### config.mk
export PLATFORM = sky130hd
export DESIGN_NAME = countdown_irq_hub
export DESIGN_NICKNAME = d
export VERILOG_FILES = /design/src/rtl/cdt_pkg.sv /design/src/rtl/cdt_countdown.sv /design/src/rtl/cdt_irq_collect.sv /design/src/rtl/countdown_irq_hub.sv
export SDC_FILE = /design/constraint.sdc
export NUM_CORES = 1
export LEC_CHECK = 0
export BUFFER_PORTS_ARGS = -buffer_cell sky130_fd_sc_hd__buf_2
export CORE_UTILIZATION = 49
export CTS_BUF_LIST = sky130_fd_sc_hd__clkbuf_2
export CTS_CLUSTER_DIAMETER = 60
export DETAILED_ROUTE_END_ITERATION = 8
export PLACE_DENSITY = 0.83
export SLEW_MARGIN = 20
export SYNTH_ARGS = -nofsm -noshare
export SYNTH_HDL_FRONTEND = slang
export SYNTH_SLANG_ARGS = --single-unit
### constraint.sdc
create_clock -name clk_i -period 3.15 [get_ports clk_i]
set_clock_uncertainty 0.2 [all_clocks]
set_input_delay 0.63 -clock clk_i [delete_from_list [all_inputs] [get_ports clk_i]]
set_output_delay 0.63 -clock clk_i [all_outputs]
set_load 0.02 [all_outputs]
### src/rtl/cdt_pkg.sv
package cdt_pkg;
  localparam int unsigned REG_W        = 32;
  localparam int unsigned STAT_W       = 8;
  localparam int unsigned CTRL_EN_BIT  = 24;
  localparam int unsigned CTRL_IE_BIT  = 25;
  localparam int unsigned CTRL_ACK_BIT = 26;

  typedef enum logic [1:0] {
    ADDR_CTRL = 2'd0,
    ADDR_STAT = 2'd1,
    ADDR_RSV2 = 2'd2,
    ADDR_RSV3 = 2'd3
  } reg_addr_e;

  // fixed status positions
  localparam int unsigned ST_PLAY  = 0;
  localparam int unsigned ST_REC   = 1;
  localparam int unsigned ST_SAO   = 2;
  localparam int unsigned ST_GAME  = 3;
  localparam int unsigned ST_MIDI  = 4;
  localparam int unsigned ST_TIMER = 5;
  localparam int unsigned N_EXT_SRC = 5;
endpackage

### src/rtl/cdt_countdown.sv
module cdt_countdown #(
  parameter int unsigned CNT_W = 20
) (
  input  logic             clk_i,
  input  logic             rst_ni,
  input  logic             load_i,
  input  logic [CNT_W-1:0] load_cnt_i,
  input  logic             load_en_i,
  input  logic             load_ie_i,
  input  logic             ack_i,
  input  logic             tick_i,
  output logic [CNT_W-1:0] cnt_o,
  output logic             en_o,
  output logic             ie_o,
  output logic             flag_o
);
  localparam logic [CNT_W-1:0] ONE = CNT_W'(1);

  logic step;
  logic hit_zero;

  assign step     = !load_i && en_o && tick_i && (cnt_o != '0);
  assign hit_zero = step && (cnt_o == ONE);

  always_ff @(posedge clk_i or negedge rst_ni) begin
    if (!rst_ni) begin
      cnt_o <= '0;
      en_o  <= 1'b0;
      ie_o  <= 1'b0;
    end else if (load_i) begin
      cnt_o <= load_cnt_i;
      en_o  <= load_en_i;
      ie_o  <= load_ie_i;
    end else if (step) begin
      cnt_o <= cnt_o - ONE;
    end
  end

  always_ff @(posedge clk_i or negedge rst_ni) begin
    if (!rst_ni) begin
      flag_o <= 1'b0;
    end else if (load_i && ack_i) begin
      flag_o <= 1'b0;
    end else if (hit_zero && ie_o) begin
      flag_o <= 1'b1;
    end
  end
endmodule

### src/rtl/cdt_irq_collect.sv
module cdt_irq_collect #(
  parameter int unsigned N_SRC   = 5,
  parameter int unsigned STAT_W  = 8,
  parameter int unsigned TMR_BIT = 5
) (
  input  logic [N_SRC-1:0]  src_i,
  input  logic              tmr_flag_i,
  output logic [STAT_W-1:0] stat_o,
  output logic              irq_o
);
  for (genvar i = 0; i < STAT_W; i++) begin : g_bit
    if (i < N_SRC) begin : g_src
      assign stat_o[i] = src_i[i];
    end else if (i == TMR_BIT) begin : g_tmr
      assign stat_o[i] = tmr_flag_i;
    end else begin : g_rsv
      assign stat_o[i] = 1'b0;
    end
  end

  assign irq_o = |stat_o;
endmodule

### src/rtl/countdown_irq_hub.sv
module countdown_irq_hub
  import cdt_pkg::*;
#(
  parameter int unsigned CNT_W  = 20,
  parameter int unsigned ADDR_W = 2
) (
  input  logic              clk_i,
  input  logic              rst_ni,
  input  logic              reg_we_i,
  input  logic [ADDR_W-1:0] reg_addr_i,
  input  logic [REG_W-1:0]  reg_wdata_i,
  output logic [REG_W-1:0]  reg_rdata_o,
  input  logic              tick_i,
  input  logic [N_EXT_SRC-1:0] src_i,
  output logic              irq_o
);
  logic             ctrl_we;
  logic [CNT_W-1:0] tmr_cnt;
  logic             tmr_en;
  logic             tmr_ie;
  logic             tmr_flag;
  logic [STAT_W-1:0] stat;
  logic             unused_wbits;

  assign ctrl_we = reg_we_i && (reg_addr_i == ADDR_W'(ADDR_CTRL));
  assign unused_wbits = ^{reg_wdata_i[REG_W-1:CTRL_ACK_BIT+1],
                          reg_wdata_i[CTRL_EN_BIT-1:CNT_W]};

  cdt_countdown #(.CNT_W(CNT_W)) u_tmr (
    .clk_i      (clk_i),
    .rst_ni     (rst_ni),
    .load_i     (ctrl_we),
    .load_cnt_i (reg_wdata_i[CNT_W-1:0]),
    .load_en_i  (reg_wdata_i[CTRL_EN_BIT]),
    .load_ie_i  (reg_wdata_i[CTRL_IE_BIT]),
    .ack_i      (reg_wdata_i[CTRL_ACK_BIT]),
    .tick_i     (tick_i),
    .cnt_o      (tmr_cnt),
    .en_o       (tmr_en),
    .ie_o       (tmr_ie),
    .flag_o     (tmr_flag)
  );

  cdt_irq_collect #(
    .N_SRC   (N_EXT_SRC),
    .STAT_W  (STAT_W),
    .TMR_BIT (ST_TIMER)
  ) u_irq (
    .src_i      (src_i),
    .tmr_flag_i (tmr_flag),
    .stat_o     (stat),
    .irq_o      (irq_o)
  );

  always_comb begin
    reg_rdata_o = '0;
    if (reg_addr_i == ADDR_W'(ADDR_CTRL)) begin
      reg_rdata_o[CNT_W-1:0]   = tmr_cnt;
      reg_rdata_o[CTRL_EN_BIT] = tmr_en;
      reg_rdata_o[CTRL_IE_BIT] = tmr_ie;
    end else if (reg_addr_i == ADDR_W'(ADDR_STAT)) begin
      reg_rdata_o[STAT_W-1:0]  = stat;
    end
  end
endmodule

Word-level counts from Yosys, hierarchy flattened. Index checks and enable logic that the tools add are counted.

Equal/unequal tests: 2. Muxes and demuxes: 8. Add/sub/neg operators: 1. Reductions and logical operators: 13.

Operator list (number): 20-bit two-way mux (2); 20-bit by 1-bit == test with 1-bit output (second input constant) (1); 20-bit nonzero test (1); 20-bit by 1-bit subtractor with 20-bit output (second input constant) (1); 12-bit two-way mux (1); 8-bit two-way mux (1); 1-bit logical AND (7); 6-bit two-way mux (1); 6-bit OR reduction (1); 2-bit nonzero test (2); 2-bit by 1-bit == test with 1-bit output (second input constant) (1); 2-bit logical NOT (1); 1-bit two-way mux (2); 2-bit two-way mux (1); 1-bit logical NOT (1).

Logic and storage cells: 28. Bits of input ports: 43. Output and inout port bits: 33. Register bits after elaboration: 23.

Longest topological paths before layout. Gate-level depths: netlist of the first run.

Word-level depth: 10. Gate-level depth with buffers: 7. Depth with buffers taken out: 7.

By module. Synthesis of the first run repeated with hierarchy kept, for this count alone.

Cells, all modules: 215. Area total of the unflattened synthesis: 1874.3 µm².

By module, submodules not included: cdt_countdown (area each 1438.9 µm², times used 1, seq. area each 575.6 µm², cells an instance 157); countdown_irq_hub (area each 357.8 µm², times used 1, seq. area each 0.0 µm², cells an instance 46); cdt_irq_collect (area each 77.6 µm², times used 1, seq. area each 0.0 µm², cells an instance 12).

Worst setup path before layout of the first run. No wires, ideal clock.

Path kind: register to register. Start point: reg u_tmr.cnt_o[0]. End point: reg u_tmr.cnt_o[12]. Data required time: 2.881 ns. Setup time: 0.069 ns. Cell stages (with the launch flop): 8. Slack: 0.695 ns. Arrival time: 2.186 ns. Buffers on the path: 0. Cells stage by stage: dfrtp_1 -> inv_1 -> ha_1 -> or4b_2 -> nor4_2 -> o21ai_4 -> or4b_1 -> nand3_1.

Word-level cells in the longest chain between the ends: 3. Elaborated cells on any way between the ends: 6. Classes of those cells: 1 x add/sub; 2 x mux; 3 x reduce/logical.

Ends and longest elaborated chain: from (decl) (RTL line cdt_countdown.sv:12) `output logic [CNT_W-1:0] cnt_o,`; from (signal assigned) (RTL line cdt_countdown.sv:31) `cnt_o <= load_cnt_i;`; from (signal assigned) (RTL line cdt_countdown.sv:35) `cnt_o <= cnt_o - ONE;`; 20-bit by 1-bit subtractor with 20-bit output / 20-bit nonzero test (equally long branches) (RTL line cdt_countdown.sv:35, cdt_countdown.sv:22); 20-bit two-way mux / 1-bit logical AND (equally long branches) (RTL line cdt_countdown.sv:34, cdt_countdown.sv:22); 20-bit two-way mux / 2-bit nonzero test (equally long branches).

Parallel ways exist; a longest one is shown, timed or not. The select of a mux whose other input is x is not followed. A chain may end at the register's enable or synchronous reset.

Worst setup path in the final report of the first run. Ends and elaborated chain as after synthesis.

==> out/results.env, run 1 <==
STATUS='finished clean'
CPMAXSTAGEDELAYCELL='or4b_2'
LAYOUT_WORST_PATH_CYCLE_SHARE_PCT=83.7
BUFFER_PORTS.INSERTED=56
SYNTHTOLAYOUTAREAGROWTH_PCT=16.8
SETUP.WORST_PATH.END_CLASS='flop'
CORE_REGION_AREA_UM2=3340
TRACK_USAGE_PCT=22.0
TRITONCTS_CLOCK_TREE='yes'
ROWS=21
FIRST_PASS_DRT_ITERATIONS=4
SYNTH.TOP_CELLS.BY_COUNT='nand2_1 (26), dfrtp_1 (23), nor2_1 (21), and2_1 (16)'
POWER.DENSITY_nW_PER_UM2=472
CRIT_PATH_MAX_INCR_DELAY_NS=0.65
CTS.REPORTEDPATHS.CLKPINSLEW_NS=0.21
MAPPED_AVG_CELL_AREA_UM2=8.39
GRT_PASS1_VIAS=1411
POSTROUTEANTENNANETS=0
DRV_CAP=0
IRDROPWORSTVDD_mV=0.215
CLK_LAT_WORST_SKEW_NS=0.33
DRIVE_ABOVE_1_SHARE_PCT=29.0
ACHIEVABLE-FREQUENCY_MHz=379
INITIAL_UTIL_PCT=51.0
POSTCTSSETUPREPAIRBUFS=0
FLOORPLAN_DIE_HEIGHT_UM=61.0
IO_PINS=76
DETAILEDROUTE.FIRSTITERATIONVIOLATIONS=36
CP_CELL_SEQUENCE='inv_1, ha_1, or4b_2, nor4_2, o21ai_4, or4b_1, nand3_1'
COUNT_OF_CELL_TYPES_IN_THE_NETLIST=47
POSTSYNTHREGISTERBITS=23
ROUTED_WL_MM=3.68
ANTENNA_VIOLATIONS_BEFORE_REPAIR=0
WORST_SLACK_NS=0.513
WORST-PATH-MAX-FANOUT=7
SYN-INSTANCE-COUNT=203
YOSYSTOPAREACELLSHARE_PCT=33.8
DIE_WIDTH_UM=61.0
STATIC-LEAKAGE-POWER_nW=0.934
YOSYSMOSTFREQUENTCELL='nand2_1'
DP.FINAL_HPWL_MM=2.90
MAPPEDNETLISTAREA_UM2=1700
LAYOUT.NETS=302
MAXSLEWVIOLCOUNT=0
VIAS=1574
SETUP-TNS-FINAL_NS=0
POSTCTSHOLDBUFS=0
NUMBER_OF_GATES_RESIZED_AFTER_CTS=0
ROUTEDWLPERCELL_UM=12.2
GRT_PASS1_WL_MM=6.11
ROOT_BUFFER='clkbuf_2'
SYNTH_TOP_CELL_BY_AREA='dfrtp_1'
STARTPOINT_TYPE='flop'
TIMING.FINAL.SETUP_VIOLATIONS=0
WORST_SLEW_MARGIN_REL_PCT=55.0
FINALWORSTPATHREQUIREDPERIOD_NS=2.64
SYNTH.YOSYS.SEQ_AREA_SHARE_PCT=33.8
TRITONCTS_NUM_SINKS=23
RSZ0062_AT_GRT='no'
YS_TOP_CELLS_BY_AREA='dfrtp_1 (34%), and2_1 (5.9%), nand2_1 (5.7%)'
WORST_HOLD_PATH_TYPE='in -> async'
YS.WARNINGS.COUNT=0
ASYNCSETRESETFLOPFRACSYNTH_PCT=100
PLACE.GP.CONGESTION=0.844
POSTSYNTH.TOPFLOPCELL='dfrtp_1'
CTS.HTREE.LEVELS=1
ANTENNADIODECOUNT=0
DRC=0
FLOORPLAN.DIE_AREA_UM2=3710
PIN_COUNT_OF_THE_BIGGEST_NET_ENTERING_GLOBAL_ROUTING=24
GLOBAL_ROUTE.OVERFLOW_TOTAL=0
CRITPATHARRIVALTIME_NS=2.73
DETAILEDPLACE.WORSTSLACK_NS=0.541
CP.REQUIRED_NS=3.24
WORST_PIN_SLEW_NS=0.668
SYNTH_ENABLE_FLOP_CELLS=0
VIA_PER_INST=5.23
HOLD_VIOLATIONS=0
WORST-SETUP-PATH-TYPE='reg -> reg'
CTS_BUFFER_DEPTH=2
CTS_MADE_BUFFERS=3
## registers in the layout (all words and copies together) (netlist names)
| signal | cells |
|---|---|
| u_tmr.cnt_o | 20 |
| u_tmr.ie_o | 1 |
| u_tmr.en_o | 1 |
| u_tmr.flag_o | 1 |
## metal layers
layer | track usage (%) | up-vias | wire length, µm
met3 | 2.77 | 7 | 174
met1 | 30.1 | 718 | 1700
met4 | 6.49 | 0 | 48
met2 | 36.4 | 46 | 1760
met5 | 0 | - | 0
li1 | - | 803 | -
## worst paths after layout
kind,startpoint,end,slack [ns],cells after the start
worst max-delay path,u_tmr.cnt_o[0],u_tmr.cnt_o[12],0.51,7
worst min-delay path,rst_ni,u_tmr.cnt_o[12],0.02,1
worst max register to register,u_tmr.cnt_o[0],u_tmr.cnt_o[12],0.51,7
worst min register to register,u_tmr.ie_o,u_tmr.ie_o,0.33,2
max in group asynchronous,rst_ni,u_tmr.cnt_o[0],2.40,1
min in group clk_i,reg_wdata_i[26],u_tmr.flag_o,0.23,2
## kinds of logic (layout without fill, tap and decap cells)
logic type | after synthesis | after routing | share of synthesized area (%)
other | 1 | 10 | 0.220
DFF | 23 | 23 | 33.8
muxes | 6 | 6 | 3.53
adders and majority gates | 3 | 3 | 2.20
and+or+nand+nor | 98 | 98 | 31.6
xor gates and xnor gates | 14 | 14 | 7.20
buffers and inverters | 23 | 66 | 8.16
AOI/OAI and AO/OA | 35 | 35 | 13.3
## final cells by class
cell class                 count  area, µm²
inverter                       3       11.3
tap                           46       57.6
multi-input combinational    166       1020
fill                         333       1350
sequential                    23        576
clock buffer                   4       20.0
timing repair buffer          59        303
## critical path, delay by kind of cell, from the launching register on
kind                       cells  cell delay [ns]
and+or+nand+nor                4             1.53
DFF                            1             0.47
adders and majority gates      1             0.17
AOI/OAI and AO/OA              1             0.14
buffers and inverters          1             0.10
## placed cells by master (no fill, tap or decap), drive strengths merged, types with 2 or more instances in the layout
cell and n:
a211oi 2, mux2i 6, nor4 6, conb 10, nand4 3, xor2 4
dfrtp 23, or4b 2, inv 3, or3 2, buf 59, a2111oi 2
o21ai 13, nor2 21, clkbuf 4, xnor2 10, nand3 7, a21oi 9
nand2 26, a31oi 2, and2 17, ha 3, nor3 3, or4 6
## metrics by stage
step,total power [mW],hold slack [ns],instances,instance area (µm²),utilization (%)
2_1_floorplan,0.723,0.134,212,1740,-
3_3_place_gp,0.812,0.288,297,1970,59.0
3_5_place_dp,0.821,0.286,297,1970,59.0
4_1_cts,0.942,0.0383,301,1990,59.6
5_1_grt,1.02,0.0279,301,1990,59.6
6_report,0.940,0.0150,301,1990,59.6
## where the power goes
| group | switching, mW | total (mW) | leakage, nW | internal, mW |
|---|---|---|---|---|
| Clock | 0.0891 | 0.123 | 0.0166 | 0.0336 |
| Combinational | 0.191 | 0.347 | 0.641 | 0.156 |
| Sequential | 0.103 | 0.470 | 0.277 | 0.367 |
| Total | 0.383 | 0.940 | 0.934 | 0.557 |
(Power assumes the default switching activity.)
==> inputs of run 2 (changes only) <==
CORE_UTILIZATION = 44   (was 49)
PLACE_DENSITY = 0.78   (was 0.83)
clock period = 2.2 ns   (was 3.15 ns; I/O delays follow)
==> out/results.env, run 2 (same netlist as run 1, synthesis figures left out) <==
STATUS='finished with violations'
FAILED_CHECKS='setup timing'
CP.REQUIRED_NS=2.30  # -0.94 ns
DETAILEDROUTE.FIRSTITERATIONVIOLATIONS=66  # +83%
ROUTEDWLPERCELL_UM=14.0  # +14%
WORST_PIN_SLEW_NS=0.516  # -0.152 ns
WORST-SETUP-PATH-TYPE='reg -> reg'
ROOT_BUFFER='clkbuf_2'
SETUP.WORST_PATH.END_CLASS='flop'
GLOBAL_ROUTE.OVERFLOW_TOTAL=0  # unchanged
VIAS=1762  # +12%
ANTENNA_VIOLATIONS_BEFORE_REPAIR=0  # unchanged
DRV_CAP=0  # unchanged
STARTPOINT_TYPE='flop'
FIRST_PASS_DRT_ITERATIONS=4  # unchanged
R2R_DEPTH=6  # -1
CTS_BUFFER_DEPTH=2  # unchanged
TRITONCTS_CLOCK_TREE='yes'
GRT_PASS1_WL_MM=7.51  # +23%
CTS.HTREE.LEVELS=1  # unchanged
FINAL_CELL_AREA_UM2=2420  # +21%
GRT_PASS1_VIAS=1704  # +21%
CRITPATHARRIVALTIME_NS=2.47  # -0.26 ns
WORST_HOLD_PATH_TYPE='in -> reg'
FLOORPLAN.DIE_AREA_UM2=4120  # +11%
LAYOUT.CELLS.MOST_COMMON='buf_2'
PIN_COUNT_OF_THE_BIGGEST_NET_ENTERING_GLOBAL_ROUTING=24  # unchanged
GRT_USE_MET3_PCT=2.32  # -0.45 points
ROWS=22  # +4.8%
CTS.REPORTEDPATHS.CLKPINSLEW_NS=0.23  # +0.02 ns
CORE_REGION_AREA_UM2=3690  # +11%
WORST-PATH-MAX-FANOUT=6  # -1
INITIAL_UTIL_PCT=46.2  # -4.9 points
DRIVE_ABOVE_1_SHARE_PCT=43.6  # +15 points
PLACE.GP.CONGESTION=0.838  # -0.81%
ROUTED_WL_MM=4.74  # +29%
CLK_LAT_WORST_SKEW_NS=0.34  # about the same
MOST_FREQUENT_CELLS_IN_THE_LAYOUT='buf_2 (56), buf_4 (34), nand2_1 (26)'
LAYOUT.NETS=338  # +12%
HOLD_VIOLATIONS=0  # unchanged
CTS_MADE_BUFFERS=3  # unchanged
POSTROUTEANTENNANETS=0  # unchanged
DIE_WIDTH_UM=64.2  # +5.3%
STATIC-LEAKAGE-POWER_nW=1.15  # +23%
NFILLCELLS=306  # -8.1%
SYNTHTOLAYOUTAREAGROWTH_PCT=41.9
LARGEST_REGISTER='u_tmr.cnt_o'
GRT-BUSIEST-LAYER='met2'
POWER.DENSITY_nW_PER_UM2=707  # +50%
WORST_SLACK_NS=-0.162  # -0.675 ns
ANTENNADIODECOUNT=0  # unchanged
IRDROPWORSTVDD_mV=0.471  # +120%
TRITONCTS_NUM_SINKS=23  # unchanged
BUFFER_PORTS.INSERTED=56  # unchanged
FINALWORSTPATHREQUIREDPERIOD_NS=2.36  # -0.275 ns
FLOORPLAN_DIE_HEIGHT_UM=64.2  # +5.3%
ACHIEVABLE-FREQUENCY_MHz=423  # +12%
LAYOUT_WORST_PATH_CYCLE_SHARE_PCT=107  # +24 points
TIMING.HOLD.WORST_PATH_DEPTH=2
DETAILEDPLACE.WORSTSLACK_NS=-0.200  # -0.741 ns
DP.FINAL_HPWL_MM=3.47  # +20%
VIA_PER_INST=5.20  # -0.60%
RSZ0062_AT_GRT='yes'
TIMING.FINAL.SETUP_VIOLATIONS=19  # +19
GRT_UTIL_MET1_PCT=28.8  # -1.3 points
WORST_SLEW_MARGIN_REL_PCT=65.6  # +11 points
MAXSLEWVIOLCOUNT=0  # unchanged
TRACK_USAGE_PCT=23.4  # +1.4 points
GRT_UTIL_MET2_PCT=41.1  # +4.7 points
CELL_AREA_AFTER_PLACEMENT_UM2=2220  # +13%
DRC=0  # unchanged
LARGEST_REGISTER_FFS=20  # unchanged
IO_PINS=76  # unchanged
-- run 2: changes by cell type in the layout (fill, tap and decap cells not counted), sizes merged --
cell	change
clkbuf	-1
dlygate4sd3	+1
clkinv	+1
buf	+35
-- run 2: cell type report --
type	instances	area, µm²	area share (%)
Timing Repair Buffer	95	591	24.4
Clock inverter	1	5.00	0.207
Clock buffer	3	15.0	0.621
Sequential cell	23	576	23.8
Tap cell	48	60.1	2.49
Inverter	3	11.3	0.466
Multi-Input combinational cell	166	1160	48.0
-- run 2: what timing repair did --
| item | CTS | global route |
|---|---|---|
| hold buffers | 1 | 0 |
| pin swaps | 9 | 11 |
| hold endpoints to repair | 23 | 0 |
| setup buffers | 4 | 2 |
| endpoints found under the setup margin | 21 | 21 |
| gates resized for setup | 15 | 18 |
-- run 2: worst paths after layout --
path | slack, ns | to | startpoint
max | -0.16 | u_tmr.cnt_o[12] | u_tmr.cnt_o[7]
min in group asynchronous | 0.35 | u_tmr.cnt_o[15] | rst_ni
min | 0.03 | u_tmr.flag_o | reg_wdata_i[26]
max reg2reg | -0.16 | u_tmr.cnt_o[12] | u_tmr.cnt_o[7]
min reg2reg | 0.34 | u_tmr.ie_o | u_tmr.ie_o
max in group asynchronous | 1.11 | u_tmr.cnt_o[4] | rst_ni
-- run 2: worst max-delay path, cell delays in order (launching register included) --
cell and delay, ns:
dfrtp_1 0.43, or4_4 0.56, buf_6 0.15, nor4_4 0.26, o21ai_4 0.12, or4b_1 0.51
nand3_1 0.09
-- run 2: metal layers --
metal | share of wire [%] | up-vias
met3 | 3.4 | 14
met2 | 52 | 57
met1 | 43 | 825
met4 | 2.4 | 0
met5 | 0 | -
li1 | - | 866
-- run 2: metrics by stage --
step / power, mW / cells / TNS (ns) / hold WS [ns] / util (%)
finish: 1.71 / 339 / -1.83 / 0.0343 / 65.5
global route: 1.82 / 339 / -3.61 / 0.00202 / 65.5
CTS: 1.61 / 337 / -1.60 / 0.0277 / 62.9
detailed placement: 1.41 / 328 / -1.24 / 0.246 / 60.2
global placement: 1.38 / 328 / -0.675 / 0.235 / 60.2
floorplan: 1.06 / 212 / -0.753 / -0.0556 / -
-- run 2: report_power, final --
group	internal [mW]	switching, mW	total [mW]	leakage, nW
clock network	0.0412	0.138	0.179	0.0164
registers	0.526	0.0990	0.625	0.277
logic	0.448	0.457	0.905	0.854
